--- src/rtl/vic_pkg.sv ---
package vic_pkg;

    localparam int NSRC           = 8;
    localparam int RANK_W         = $clog2(NSRC);
    localparam int DATA_W         = 8;
    localparam int VEC_W          = 16;
    localparam int N_PIN          = 4;   // nmi plus three external pins
    localparam int N_PERIPH       = 3;
    localparam int N_EXT          = N_PIN - 1;
    localparam int FIRST_MASKABLE = 2;
    localparam int LAST_SELF_CLR  = 4;   // ranks 0..4 clear on take
    localparam logic [VEC_W-1:0] VEC_TOP = 16'hFFFE;

    typedef enum logic [1:0] {
        ADDR_ENABLE = 2'd0,
        ADDR_PEND   = 2'd1,
        ADDR_POL    = 2'd2,
        ADDR_SPARE  = 2'd3
    } reg_addr_e;

    typedef struct packed {
        logic              valid;
        logic [RANK_W-1:0] rank;
    } win_t;

    function automatic logic [VEC_W-1:0] rank_vec(input logic [RANK_W-1:0] r);
        return VEC_TOP - {{(VEC_W-RANK_W-1){1'b0}}, r, 1'b0};
    endfunction

    function automatic logic [NSRC-1:0] self_clr_mask(input win_t w);
        logic [NSRC-1:0] m;
        m = '0;
        if (w.valid && (int'(w.rank) <= LAST_SELF_CLR))
            m[w.rank] = 1'b1;
        return m;
    endfunction

endpackage

--- src/rtl/vic_pin_edge.sv ---
module vic_pin_edge #(
    parameter int W      = 4,
    parameter int STAGES = 2
) (
    input  logic         clk,
    input  logic         rst,
    input  logic [W-1:0] pin,
    input  logic [W-1:0] rise_sel,
    output logic [W-1:0] hit
);
    localparam int MSB = STAGES - 1;

    for (genvar i = 0; i < W; i++) begin : g_pin
        logic [STAGES-1:0] shreg;
        logic              prev;

        always_ff @(posedge clk) begin
            if (rst) begin
                shreg <= '0;
                prev  <= 1'b0;
            end else begin
                shreg <= {shreg[STAGES-2:0], pin[i]};
                prev  <= shreg[MSB];
            end
        end

        assign hit[i] = rise_sel[i] ? (shreg[MSB] & ~prev) : (~shreg[MSB] & prev);
    end

endmodule

--- src/rtl/vic_arbiter.sv ---
module vic_arbiter
    import vic_pkg::*;
(
    input  logic [NSRC-1:0] eligible,
    output win_t            win
);
    always_comb begin
        win = '0;
        for (int i = NSRC - 1; i >= 0; i--) begin
            if (eligible[i]) begin
                win.valid = 1'b1;
                win.rank  = RANK_W'(i);
            end
        end
    end

endmodule

--- src/rtl/vic_regs.sv ---
module vic_regs
    import vic_pkg::*;
(
    input  logic                         clk,
    input  logic                         rst,
    input  logic                         reg_wr,
    input  reg_addr_e                    reg_addr,
    input  logic [DATA_W-1:0]            reg_wdata,
    input  logic [NSRC-1:0]              hw_set,
    input  logic                         take,
    input  logic [NSRC-1:0]              take_clr,
    input  logic                         reti,
    output logic                         gie,
    output logic [NSRC-1:FIRST_MASKABLE] en_hi,
    output logic [NSRC-1:0]              pend,
    output logic [N_EXT-1:0]             pol,
    output logic [DATA_W-1:0]            reg_rdata
);
    logic            wr_en, wr_pend, wr_pol;
    logic [NSRC-1:0] pend_base;

    assign wr_en   = reg_wr && (reg_addr == ADDR_ENABLE);
    assign wr_pend = reg_wr && (reg_addr == ADDR_PEND);
    assign wr_pol  = reg_wr && (reg_addr == ADDR_POL);

    // software write first, then the take clear, then hardware sets on top
    assign pend_base = wr_pend ? reg_wdata : pend;

    always_ff @(posedge clk) begin
        if (rst) begin
            pend  <= {{(NSRC-1){1'b0}}, 1'b1};
            gie   <= 1'b0;
            en_hi <= '0;
            pol   <= '0;
        end else begin
            pend <= (pend_base & ~take_clr) | hw_set;
            if (take)
                gie <= 1'b0;
            else if (reti)
                gie <= 1'b1;
            else if (wr_en)
                gie <= reg_wdata[0];
            if (wr_en)
                en_hi <= reg_wdata[NSRC-1:FIRST_MASKABLE];
            if (wr_pol)
                pol <= reg_wdata[N_EXT-1:0];
        end
    end

    always_comb begin
        unique case (reg_addr)
            ADDR_ENABLE: reg_rdata = {en_hi, 1'b0, gie};
            ADDR_PEND:   reg_rdata = pend;
            ADDR_POL:    reg_rdata = {{(DATA_W-N_EXT){1'b0}}, pol};
            default:     reg_rdata = '0;
        endcase
    end

endmodule

--- src/rtl/vic_core.sv ---
module vic_core
    import vic_pkg::*;
(
    input  logic              clk,
    input  logic              rst,
    input  logic              nmi_pin,
    input  logic [N_EXT-1:0]  ext_pin,
    input  logic              tmr_req,
    input  logic              uart_req,
    input  logic              eom_req,
    input  logic              instr_done,
    input  logic              reti,
    input  logic              reg_wr,
    input  logic [1:0]        reg_addr,
    input  logic [DATA_W-1:0] reg_wdata,
    output logic [DATA_W-1:0] reg_rdata,
    output logic              irq_take,
    output logic [VEC_W-1:0]  irq_vector
);
    logic [N_PIN-1:0]             pin_hit;
    logic [N_PERIPH-1:0]          per_req, per_prev, per_hit;
    logic [NSRC-1:0]              hw_set, pend, eligible, take_clr;
    logic [NSRC-1:FIRST_MASKABLE] en_hi;
    logic [N_EXT-1:0]             pol;
    logic                         gie;
    logic                         pend_wr;
    win_t                         win;

    vic_pin_edge #(.W(N_PIN), .STAGES(2)) u_pins (
        .clk      (clk),
        .rst      (rst),
        .pin      ({ext_pin, nmi_pin}),
        .rise_sel ({pol, 1'b1}),
        .hit      (pin_hit)
    );

    assign per_req = {eom_req, uart_req, tmr_req};

    always_ff @(posedge clk) begin
        if (rst) per_prev <= '0;
        else     per_prev <= per_req;
    end

    assign per_hit = per_req & ~per_prev;
    assign hw_set  = {per_hit, pin_hit, 1'b0};

    for (genvar k = 0; k < NSRC; k++) begin : g_elig
        if (k < FIRST_MASKABLE) begin : g_nm
            assign eligible[k] = pend[k];
        end else begin : g_m
            assign eligible[k] = pend[k] & en_hi[k] & gie;
        end
    end

    vic_arbiter u_arb (
        .eligible (eligible),
        .win      (win)
    );

    assign irq_take   = !rst && win.valid && (instr_done || (win.rank == '0));
    assign irq_vector = win.valid ? rank_vec(win.rank) : '0;
    assign take_clr   = irq_take ? self_clr_mask(win) : '0;
    assign pend_wr    = reg_wr && (reg_addr == ADDR_PEND);

    vic_regs u_regs (
        .clk       (clk),
        .rst       (rst),
        .reg_wr    (reg_wr),
        .reg_addr  (reg_addr_e'(reg_addr)),
        .reg_wdata (reg_wdata),
        .hw_set    (hw_set),
        .take      (irq_take),
        .take_clr  (take_clr),
        .reti      (reti),
        .gie       (gie),
        .en_hi     (en_hi),
        .pend      (pend),
        .pol       (pol),
        .reg_rdata (reg_rdata)
    );

endmodule

--- config.mk ---
export PLATFORM = sky130hd
export DESIGN_NAME = vic_core
export DESIGN_NICKNAME = d
export VERILOG_FILES = /design/src/rtl/vic_pkg.sv /design/src/rtl/vic_pin_edge.sv /design/src/rtl/vic_arbiter.sv /design/src/rtl/vic_regs.sv /design/src/rtl/vic_core.sv
export SDC_FILE = /design/constraint.sdc
export NUM_CORES = 1
export LEC_CHECK = 0
export ABC_AREA = 1
export ABC_CLOCK_PERIOD_IN_PS = 2980
export BUFFER_PORTS_ARGS = -buffer_cell sky130_fd_sc_hd__clkbuf_2
export CORE_MARGIN = 2
export CORE_UTILIZATION = 30
export DETAILED_ROUTE_END_ITERATION = 16
export GPL_TIMING_DRIVEN = 0
export PLACE_DENSITY = 0.54
export SLEW_MARGIN = 20
export SYNTH_ARGS = -nofsm -noshare
export SYNTH_HDL_FRONTEND = slang
export SYNTH_SLANG_ARGS = --single-unit
export TNS_END_PERCENT = 30
--- constraint.sdc ---
create_clock -name clk -period 2.98 [get_ports clk]
set_clock_uncertainty 0.05 [all_clocks]
set_input_delay 0.149 -clock clk [delete_from_list [all_inputs] [get_ports clk]]
set_output_delay 0.149 -clock clk [all_outputs]
set_load 0.005 [all_outputs]
After elaboration in Yosys (flattened, before gate mapping)
Index checks and enable logic that the tools add are counted.
- word-level logic and storage cells: 83
- flip-flop bits (word level): 33
- input bits: 22
- output and inout port bits: 25
- equal/unequal tests: 2
- mux-type cells: 20
- reduce and logical (&&, ||, !) cells: 13
- $lt $le $gt $ge: 3
- bitwise gates (word level): 31
- add/sub/neg operators: 1
- operator list (kind ; count):
    $mux 4 ; 8
    $mux 8 ; 3
    $pmux 8 s3 ; 1
    $and 1x1->1 ; 19
    $mux 16 ; 1
    $and 8x8->8 ; 1
    $not 8->8 ; 1
    $or 8x8->8 ; 1
    $logic_and 1x1->1 ; 7
    $not 1->1 ; 7
    $mux 1 ; 6
    $sub 2x5->6 const A ; 1
    $lt 3x4->1 const B ; 1
    $and 3x3->3 ; 1
    $demux 1 s3 ; 1
    $ge 3x1->1 const B ; 1
    $le 3x3->1 const B ; 1
    $logic_not 3->1 ; 1
    $not 3->3 ; 1
    $eq 2x1->1 const B ; 1
    $eq 2x2->1 const B ; 1
    $logic_not 2->1 ; 1
    $reduce_bool 2->1 ; 1
    $reduce_or 2->1 ; 1
    2 further kinds ; 2

Longest topological paths before layout
Gate-level depths: netlist (run 1).
- depth after elaboration: 19
- depth in mapped cells: 11
- mapped depth without buffers: 10

By module
A second synthesis (run 1) with hierarchy kept.
- cell total of the unflattened synthesis: 278
- area, all modules: 1821.7 um^2
- by module, submodules not included (module ; times used ; cells an instance ; seq. area each (um^2) ; area an instance (um^2)):
    vic_regs ; 1 ; 136 ; 360.3 ; 927.1
    vic_pin_edge ; 1 ; 57 ; 240.2 ; 426.7
    vic_core ; 1 ; 63 ; 60.1 ; 369.1
    vic_arbiter ; 1 ; 22 ; 0.0 ; 98.8

Least setup slack after synthesis (run 1)
OpenSTA, ideal clock, no wires.
- path kind: register to register
- from: register u_regs.gie
- to: register u_regs.pend[3]
- path buffers: 1
- setup slack: 1.605 ns
- stages on the path, launching flop included: 11
- library setup time: 0.130 ns
- data required time: 2.800 ns
- data arrival time: 1.195 ns
- clock period less this slack: 1.375 ns
- cell sequence: dfxtp_1 > buf_6 > nand3_2 > nand2_2 > nor2_4 > nand2_4 > nand3_4 > nand2_4 > nand3_2 > a21oi_1 > nor2_1
- elaborated cells on any way between the ends: 30
- classes of those cells: order compare: 3; mux: 12; bitwise: 9; reduce/logical: 6
- RTL lines (element ; RTL line ; RTL):
    from (decl) ; vic_regs.sv:13 ; output logic gie,
    from (signal assigned) ; vic_regs.sv:42 ; gie <= reg_wdata[0];
    $and 1x1->1 ; vic_core.sv:51 ; assign eligible[k] = pend[k] & en_hi[k] & gie;
    $mux 4 (5 in series) ; vic_arbiter.sv:10 ; if (eligible[i]) begin
    $mux 4 (*) (3 in series) ; vic_arbiter.sv:10 ;
    $logic_not 3->1 ; vic_core.sv:60 ; assign irq_take = !rst && win.valid && (instr_done || (win.rank == '0));
    $logic_or 1x1->1 ; vic_core.sv:60 ;
    $logic_and 1x1->1 (*) ; vic_core.sv:60 ;
    named net irq_take ; vic_core.sv:17 ; output logic irq_take,
    $mux 8 (*) ; vic_core.sv:62 ; assign take_clr = irq_take ? self_clr_mask(win) : '0;
    $not 8->8 (*) ; vic_regs.sv:36 ; pend <= (pend_base & ~take_clr) | hw_set;
    $and 8x8->8 (*) ; vic_regs.sv:36 ;
    $or 8x8->8 (*) ; vic_regs.sv:36 ;
    to (signal assigned) ; vic_regs.sv:31 ; pend <= {{(NSRC-1){1'b0}}, 1'b1};
    to (signal assigned) ; vic_regs.sv:36 ;
    to (decl) ; vic_regs.sv:15 ; output logic [NSRC-1:0] pend,
The timed path passes the listed nets; every way through them passes the cells marked *.
A chain may end at the register's enable or synchronous reset.

Worst setup path in the final report (run 1)
- from: register u_regs.gie
- to: output irq_vector[1]
- word-level cells in the longest chain between the ends: 11
- elaborated cells on any way between the ends: 16
- classes of those cells: add/sub: 1; mux: 9; bitwise: 6
- RTL lines (element ; RTL line ; RTL):
    $and 1x1->1 ; vic_core.sv:51 ;
    $mux 4 (5 in series) ; vic_arbiter.sv:10 ;
    $mux 4 (*) (3 in series) ; vic_arbiter.sv:10 ;
    $sub 2x5->6 ; vic_pkg.sv:27 ; return VEC_TOP - {{(VEC_W-RANK_W-1){1'b0}}, r, 1'b0};
    $mux 16 (*) ; vic_core.sv:61 ; assign irq_vector = win.valid ? rank_vec(win.rank) : '0;
    to (decl) ; vic_core.sv:18 ; output logic [VEC_W-1:0] irq_vector
Mark *: on every way between the ends. The rest lies on a longest branch, timed or not.

==> results.json, run 1 <==
{
  "htreeDepth": 2,
  "grt_pass1_wl_um": 6620,
  "grt.overflow.total": 0,
  "cp-startpoint": "u_regs.gie$_SDFFE_PP0P_",
  "reg2reg_from": "u_regs.gie$_SDFFE_PP0P_",
  "relSlewSlack_pct": 62.7,
  "cp_max_fo": 15,
  "fmax_mhz": 558,
  "cts_tree": "yes",
  "synth_nets": 251,
  "routed_wl_um": 3970,
  "fp.coreArea_um2": 5510,
  "cp_cell_sequence": "buf_6 -> nand3_2 -> nand2_2 -> nor2_4 -> nand2_4 -> inv_1 -> nor3_1 -> clkbuf_2",
  "rsz0062_at_grt": "false",
  "r2r_setup_slack_ns": 1.41,
  "first_pass_iters": 4,
  "status": "completed",
  "routed-via-count": 1528,
  "ys_seq_elements": 33,
  "area_growth_pct": 26.6,
  "fin_tns_setup_ns": 0,
  "antenna_cells": 0,
  "row_count": 27,
  "grt_util_all_layers_pct": 13.7,
  "io_pins": 47,
  "setup_viol": 0,
  "fp.dieH_um": 79.6,
  "netlist_instances": 229,
  "insertion_delay_ns": 0.28,
  "criticalPathCategory": "reg2out",
  "power_uw": 1050,
  "cts_made_buffers": 5,
  "maxSlewViolCount": 0,
  "cts_root_buf": "clkbuf_8",
  "period_minus_slack_ns": 1.79,
  "initial_core_util_pct": 31.2,
  "worst_pin_slew_ns": 0.560,
  "clkTransAtPathRegs_ns": 0.07,
  "holdPathStages": 2,
  "syn_area_per_cell_um2": 7.49,
  "path_depth": 8,
  "grt_pass1_vias": 1456,
  "synth_cell_types": 31,
  "n_fill_cell": 604,
  "cts_resized": 0,
  "worst_ep_arrival_time_ns": 1.59,
  "die_w_um": 79.6,
  "cap_viol_max_count": 0,
  "port_buffers": 45,
  "ir_worst_vdd_v": 0.000277,
  "fin_nets": 307,
  "grt_max_degree": 16,
  "dieArea_um2": 6340,
  "drive_gt1_share_pct": 33.9,
  "viasPerCell": 4.27,
  "drc": 0,
  "timing.final.crit_share_pct": 60.2,
  "min_path_type": "in2reg",
  "gp_congestion": 0.787,
  "antenna_found_initial": 0,
  "fin_cells": 358,
  "place_ws_ns": 1.41,
  "clockBufferDepth": 2,
  "slowest_delay_ns": 0.33,
  "drtIter0Drc": 54,
  "final.setup.worst_slack_ns": 1.19,
  "crit_slowest_cell": "dfxtp_1",
  "wl_per_cell_um": 11.1,
  "ys_seq_area_share_pct": 38.5,
  "cts_sinks": 33,
  "hold_viol_final": 0,
  "worst-path-buf-inv": 3,
  "syn_area_um2": 1720,
  "power_density_nw_per_um2": 485,
  "dp_hpwl_um": 3100,
  "yosys_warnings": 0,
  "place_inst": 346,
  "end_kind": "output pin",
  "r2r_cells": 10,
  "antenna_left": 0,
  "postCtsSetupBuffers": 0,
  "min_from": "rst",
  "startpoint_type": "flop",
  "critPathRequiredTime_ns": 2.78,
  "p_leak_uw": 0.00104,
  "crit_family": "simple AND/OR/NAND/NOR gates"
}
## report_power, final
group | internal (µW) | switching (µW)
logic | 94.9 | 108
registers | 466 | 15.3
clock network | 209 | 160
total | 769 | 283
## placed cells by master, fill, tap and decap left out, types with 4 or more instances in the layout
master	Yosys	routed
nor2_1	32	32
nand2_1	29	29
o21ai_0	15	15
clkbuf_8	0	7
buf_4	13	13
a22o_1	4	4
inv_1	36	36
nor3_1	4	4
clkbuf_2	0	45
nor2_4	4	4
a21oi_1	14	14
dfxtp_1	33	33
nand2_2	5	5
dlygate4sd3_1	0	4
nand3_1	8	8
nand3_2	6	6
## kinds of logic (layout without fill, tap and decap cells)
group	after synthesis	after routing	share of synthesized area, %
AND/OR/NAND/NOR	94	94	29.7
buffers and inverters	57	114	16.2
AO/OA/AOI/OAI	44	44	15.4
flip-flops	33	33	38.5
other	1	1	0.219
## registers in the layout, summed over array words and instances, names as in the netlist
signal              cells
per_prev                3
u_pins.g_pin.shreg      8
u_pins.g_pin.prev       4
u_regs.en_hi            6
u_regs.pend             8
u_regs.pol              3
u_regs.gie              1
## area by class of cell
cell class	instances	area, µm²	area share [%]
buffer	17	120	5.53
clock inverter	1	5.00	0.230
multi-input combinational	139	777	35.8
sequential	33	661	30.4
inverter	40	158	7.26
timing repair buffer	49	265	12.2
tap	72	90.1	4.15
clock buffer	7	96.3	4.44
## through the flow
stage | utilization (%) | hold WS [ns] | cell area, µm²
after floorplan | - | 0.178 | 1720
after global placement | 36.9 | 0.290 | 2030
after detailed placement | 36.9 | 0.295 | 2030
after CTS | 39.4 | 0.0223 | 2170
after global routing | 39.4 | 0.0369 | 2170
final | 39.4 | 0.0234 | 2170
## worst reg2reg max path, cell delays in order, from the launching register on
cell     delay [ns]
dfxtp_1        0.33
buf_6          0.14
nand3_2        0.13
nand2_2        0.12
nor2_4         0.04
nand2_4        0.15
nand3_4        0.10
nand2_4        0.12
nand3_1        0.12
nand2_1        0.10
a21oi_2        0.05
## repair_timing
action | in CTS | in global routing
hold endpoints to repair | 4 | 0
hold buffers | 4 | 0
setup endpoints to repair | 0 | 0
## cell usage after synthesis
master,count,area (µm²)
a211oi_1,1,7.51
a21oi_1,14,70.1
a21oi_2,2,17.5
a22o_1,4,35.0
buf_1,2,7.51
buf_4,13,97.6
buf_6,1,11.3
clkbuf_1,1,3.75
conb_1,1,3.75
dfxtp_1,33,661
inv_1,36,135
inv_2,2,7.51
inv_4,1,6.26
inv_6,1,8.76
nand2_1,29,109
nand2_2,5,31.3
nand2_4,2,22.5
nand3_1,8,40.0
nand3_2,6,60.1
nand3_4,2,35.0
nor2_1,32,120
nor2_2,1,6.26
nor2_4,4,45.0
nor2_8,1,20.0
nor3_1,4,20.0
o211ai_1,1,7.51
o21ai_0,15,75.1
o21ai_1,2,10.0
o21ai_2,3,26.3
o221ai_1,1,8.76
o22ai_1,1,6.26
## layer usage
| layer | wire length (µm) | GRT usage [%] | vias up |
|---|---|---|---|
| li1 | - | - | 817 |
| met1 | 1790 | 16.3 | 663 |
| met2 | 1890 | 23.9 | 43 |
| met3 | 251 | 3.28 | 5 |
| met4 | 43 | 5.17 | 0 |
| met5 | 0 | 0 | - |
## final timing paths
path                                               to
hold reg to reg   u_pins.g_pin[2].shreg[1]$_SDFF_PP0_
hold / removal                u_regs.gie$_SDFFE_PP0P_
setup / recovery                        irq_vector[1]
setup reg to reg            u_regs.pend[2]$_SDFF_PP0_
No activity file was read; power rests on OpenSTA's default activity.
==> run 2, diff against run 1 <==
--- a/config.mk
+++ b/config.mk
@@ -6,13 +6,13 @@
 export NUM_CORES = 1
 export LEC_CHECK = 0
 export ABC_AREA = 1
-export ABC_CLOCK_PERIOD_IN_PS = 2980
+export ABC_CLOCK_PERIOD_IN_PS = 1440
 export BUFFER_PORTS_ARGS = -buffer_cell sky130_fd_sc_hd__clkbuf_2
 export CORE_MARGIN = 2
 export CORE_UTILIZATION = 30
 export DETAILED_ROUTE_END_ITERATION = 16
 export GPL_TIMING_DRIVEN = 0
-export PLACE_DENSITY = 0.54
+export PLACE_DENSITY = 0.55
 export SLEW_MARGIN = 20
 export SYNTH_ARGS = -nofsm -noshare
 export SYNTH_HDL_FRONTEND = slang
==> constraint.sdc (replaced) <==
create_clock -name clk -period 1.44 [get_ports clk]
set_clock_uncertainty 0.05 [all_clocks]
set_input_delay 0.072 -clock clk [delete_from_list [all_inputs] [get_ports clk]]
set_output_delay 0.072 -clock clk [all_outputs]
set_load 0.005 [all_outputs]
==> results.json, run 2 (same netlist as run 1, synthesis figures left out) <==
{
  "status": "complete, but fails checks",
  "violations": "setup timing",
  "power_density_nw_per_um2": 894,
  "cp_max_fo": 8,
  "die_w_um": 79.6,
  "drtIter0Drc": 63,
  "port_buffers": 45,
  "end_kind": "output pin",
  "insertion_delay_ns": 0.28,
  "crit_slowest_cell": "dfxtp_2",
  "setup_viol": 19,
  "antenna_cells": 0,
  "htreeDepth": 2,
  "maxSlewViolCount": 0,
  "worst_ep_arrival_time_ns": 1.54,
  "grt.overflow.total": 0,
  "cts_made_buffers": 5,
  "gp_congestion": 0.769,
  "cts_tree": "yes",
  "row_count": 27,
  "place_ws_ns": -0.115,
  "antenna_found_initial": 0,
  "fmax_mhz": 601,
  "grt_max_degree": 11,
  "cts_sinks": 33,
  "fp.dieH_um": 79.6,
  "min_path_type": "in2reg",
  "timing.final.crit_share_pct": 115,
  "criticalPathCategory": "reg2out",
  "worst_pin_slew_ns": 0.574,
  "use_met3_pct": 4.19,
  "grt_util_met1_pct": 16.7,
  "first_pass_iters": 6,
  "period_minus_slack_ns": 1.66,
  "fp.coreArea_um2": 5510,
  "clkTransAtPathRegs_ns": 0.07,
  "io_pins": 47,
  "drive_gt1_share_pct": 38.5,
  "cap_viol_max_count": 0,
  "routed-via-count": 1654,
  "viasPerCell": 4.43,
  "cts_root_buf": "clkbuf_8",
  "routed_wl_um": 4330,
  "fin_nets": 322,
  "final_util_pct": 44.6,
  "ir_worst_vdd_v": 0.000404,
  "clockBufferDepth": 2,
  "relSlewSlack_pct": 61.8,
  "final_common_cell": "clkbuf_2",
  "slowest_delay_ns": 0.34,
  "p_leak_uw": 0.00114,
  "cp_cell_sequence": "buf_12 -> nand2_4 -> nor2_2 -> nand2_1 -> nand2_1 -> nand2_2 -> a21oi_4 -> nor3_2 -> buf_2",
  "grt_pass1_vias": 1595,
  "worst-path-buf-inv": 2,
  "wl_per_cell_um": 11.6,
  "dieArea_um2": 6340,
  "grt_pass1_wl_um": 7160,
  "critPathRequiredTime_ns": 1.32,
  "grt_util_all_layers_pct": 14.9,
  "drc": 0,
  "area_growth_pct": 43.0,
  "final.setup.worst_slack_ns": -0.223,
  "final_area_um2": 2450,
  "largest_registers": "u_pins.g_pin.shreg x8, u_regs.pend x8, u_regs.en_hi x6",
  "busiest_layer": "met2",
  "crit_family": "simple AND/OR/NAND/NOR gates",
  "dp_hpwl_um": 3050,
  "antenna_left": 0,
  "place_area_um2": 2030,
  "mostFrequentLayoutCells": "clkbuf_2, inv_1, dfxtp_1",
  "use_met2_pct": 25.9,
  "rsz0062_at_grt": "true",
  "crit_top_cell": "nand2_1",
  "fin_tns_setup_ns": -2.56,
  "hold_viol_final": 0,
  "startpoint_type": "flop",
  "initial_core_util_pct": 31.2
}
run 2: worst register-to-register path, cell delays in order (launching register included):
cell     delay (ns)
dfxtp_2        0.34
buf_12         0.14
nand2_4        0.05
nor2_2         0.12
nand2_1        0.06
nand2_1        0.07
nand2_2        0.09
a21oi_4        0.20
buf_4          0.14
nand3_2        0.07
a21oi_2        0.12
nor2_1         0.04
run 2: layer usage:
metal / vias up / share of wire, %
met5: - / 0
met4: 0 / 2.4
met3: 9 / 4.8
met2: 46 / 50
met1: 748 / 43
li1: 851 / -
run 2: stage by stage:
step / total power [µW] / std cells / hold slack, ns
final: 2190 / 373 / 0.0155
after CTS: 2190 / 371 / 0.0138
after global placement: 1430 / 346 / 0.215
after floorplan: 1280 / 229 / 0.101
after global routing: 2330 / 373 / 0.0177
after detailed placement: 1430 / 346 / 0.217
run 2: area by class of cell:
| class | instances | area (µm²) |
|---|---|---|
| multi-input combinational | 139 | 881 |
| tap | 72 | 90.1 |
| fill | 579 | 3050 |
| buffer | 17 | 155 |
| inverter | 40 | 158 |
| clock buffer | 6 | 72.6 |
| timing repair buffer | 64 | 425 |
| clock inverter | 2 | 10.0 |
| sequential | 33 | 662 |
run 2: final timing paths:
| kind | startpoint | to | slack [ns] | cells past startpoint |
|---|---|---|---|---|
| setup / recovery | u_regs.gie$_SDFFE_PP0P_ | irq_vector[1] | -0.22 | 9 |
| setup reg to reg | u_regs.gie$_SDFFE_PP0P_ | u_regs.pend[3]$_SDFF_PP0_ | -0.18 | 11 |
| hold reg to reg | u_pins.g_pin[1].shreg[0]$_SDFF_PP0_ | u_pins.g_pin[1].shreg[1]$_SDFF_PP0_ | 0.35 | 2 |
| hold / removal | reg_wdata[4] | u_regs.en_hi[4]$_SDFFE_PP0P_ | 0.02 | 3 |
run 2: where the power goes:
part / switching, µW / total, µW / internal [µW]
clock network: 327 / 661 / 334
registers: 39.0 / 1000 / 965
logic: 259 / 529 / 270
run 2: timing repair:
action                                  4_1_cts  5_1_grt
resized for setup                            28       10
hold endpoints to repair                     11        0
hold buffers                                 11        0
buffers inserted                              6        2
endpoints found under the setup margin       19       21
pin swaps                                     9        9
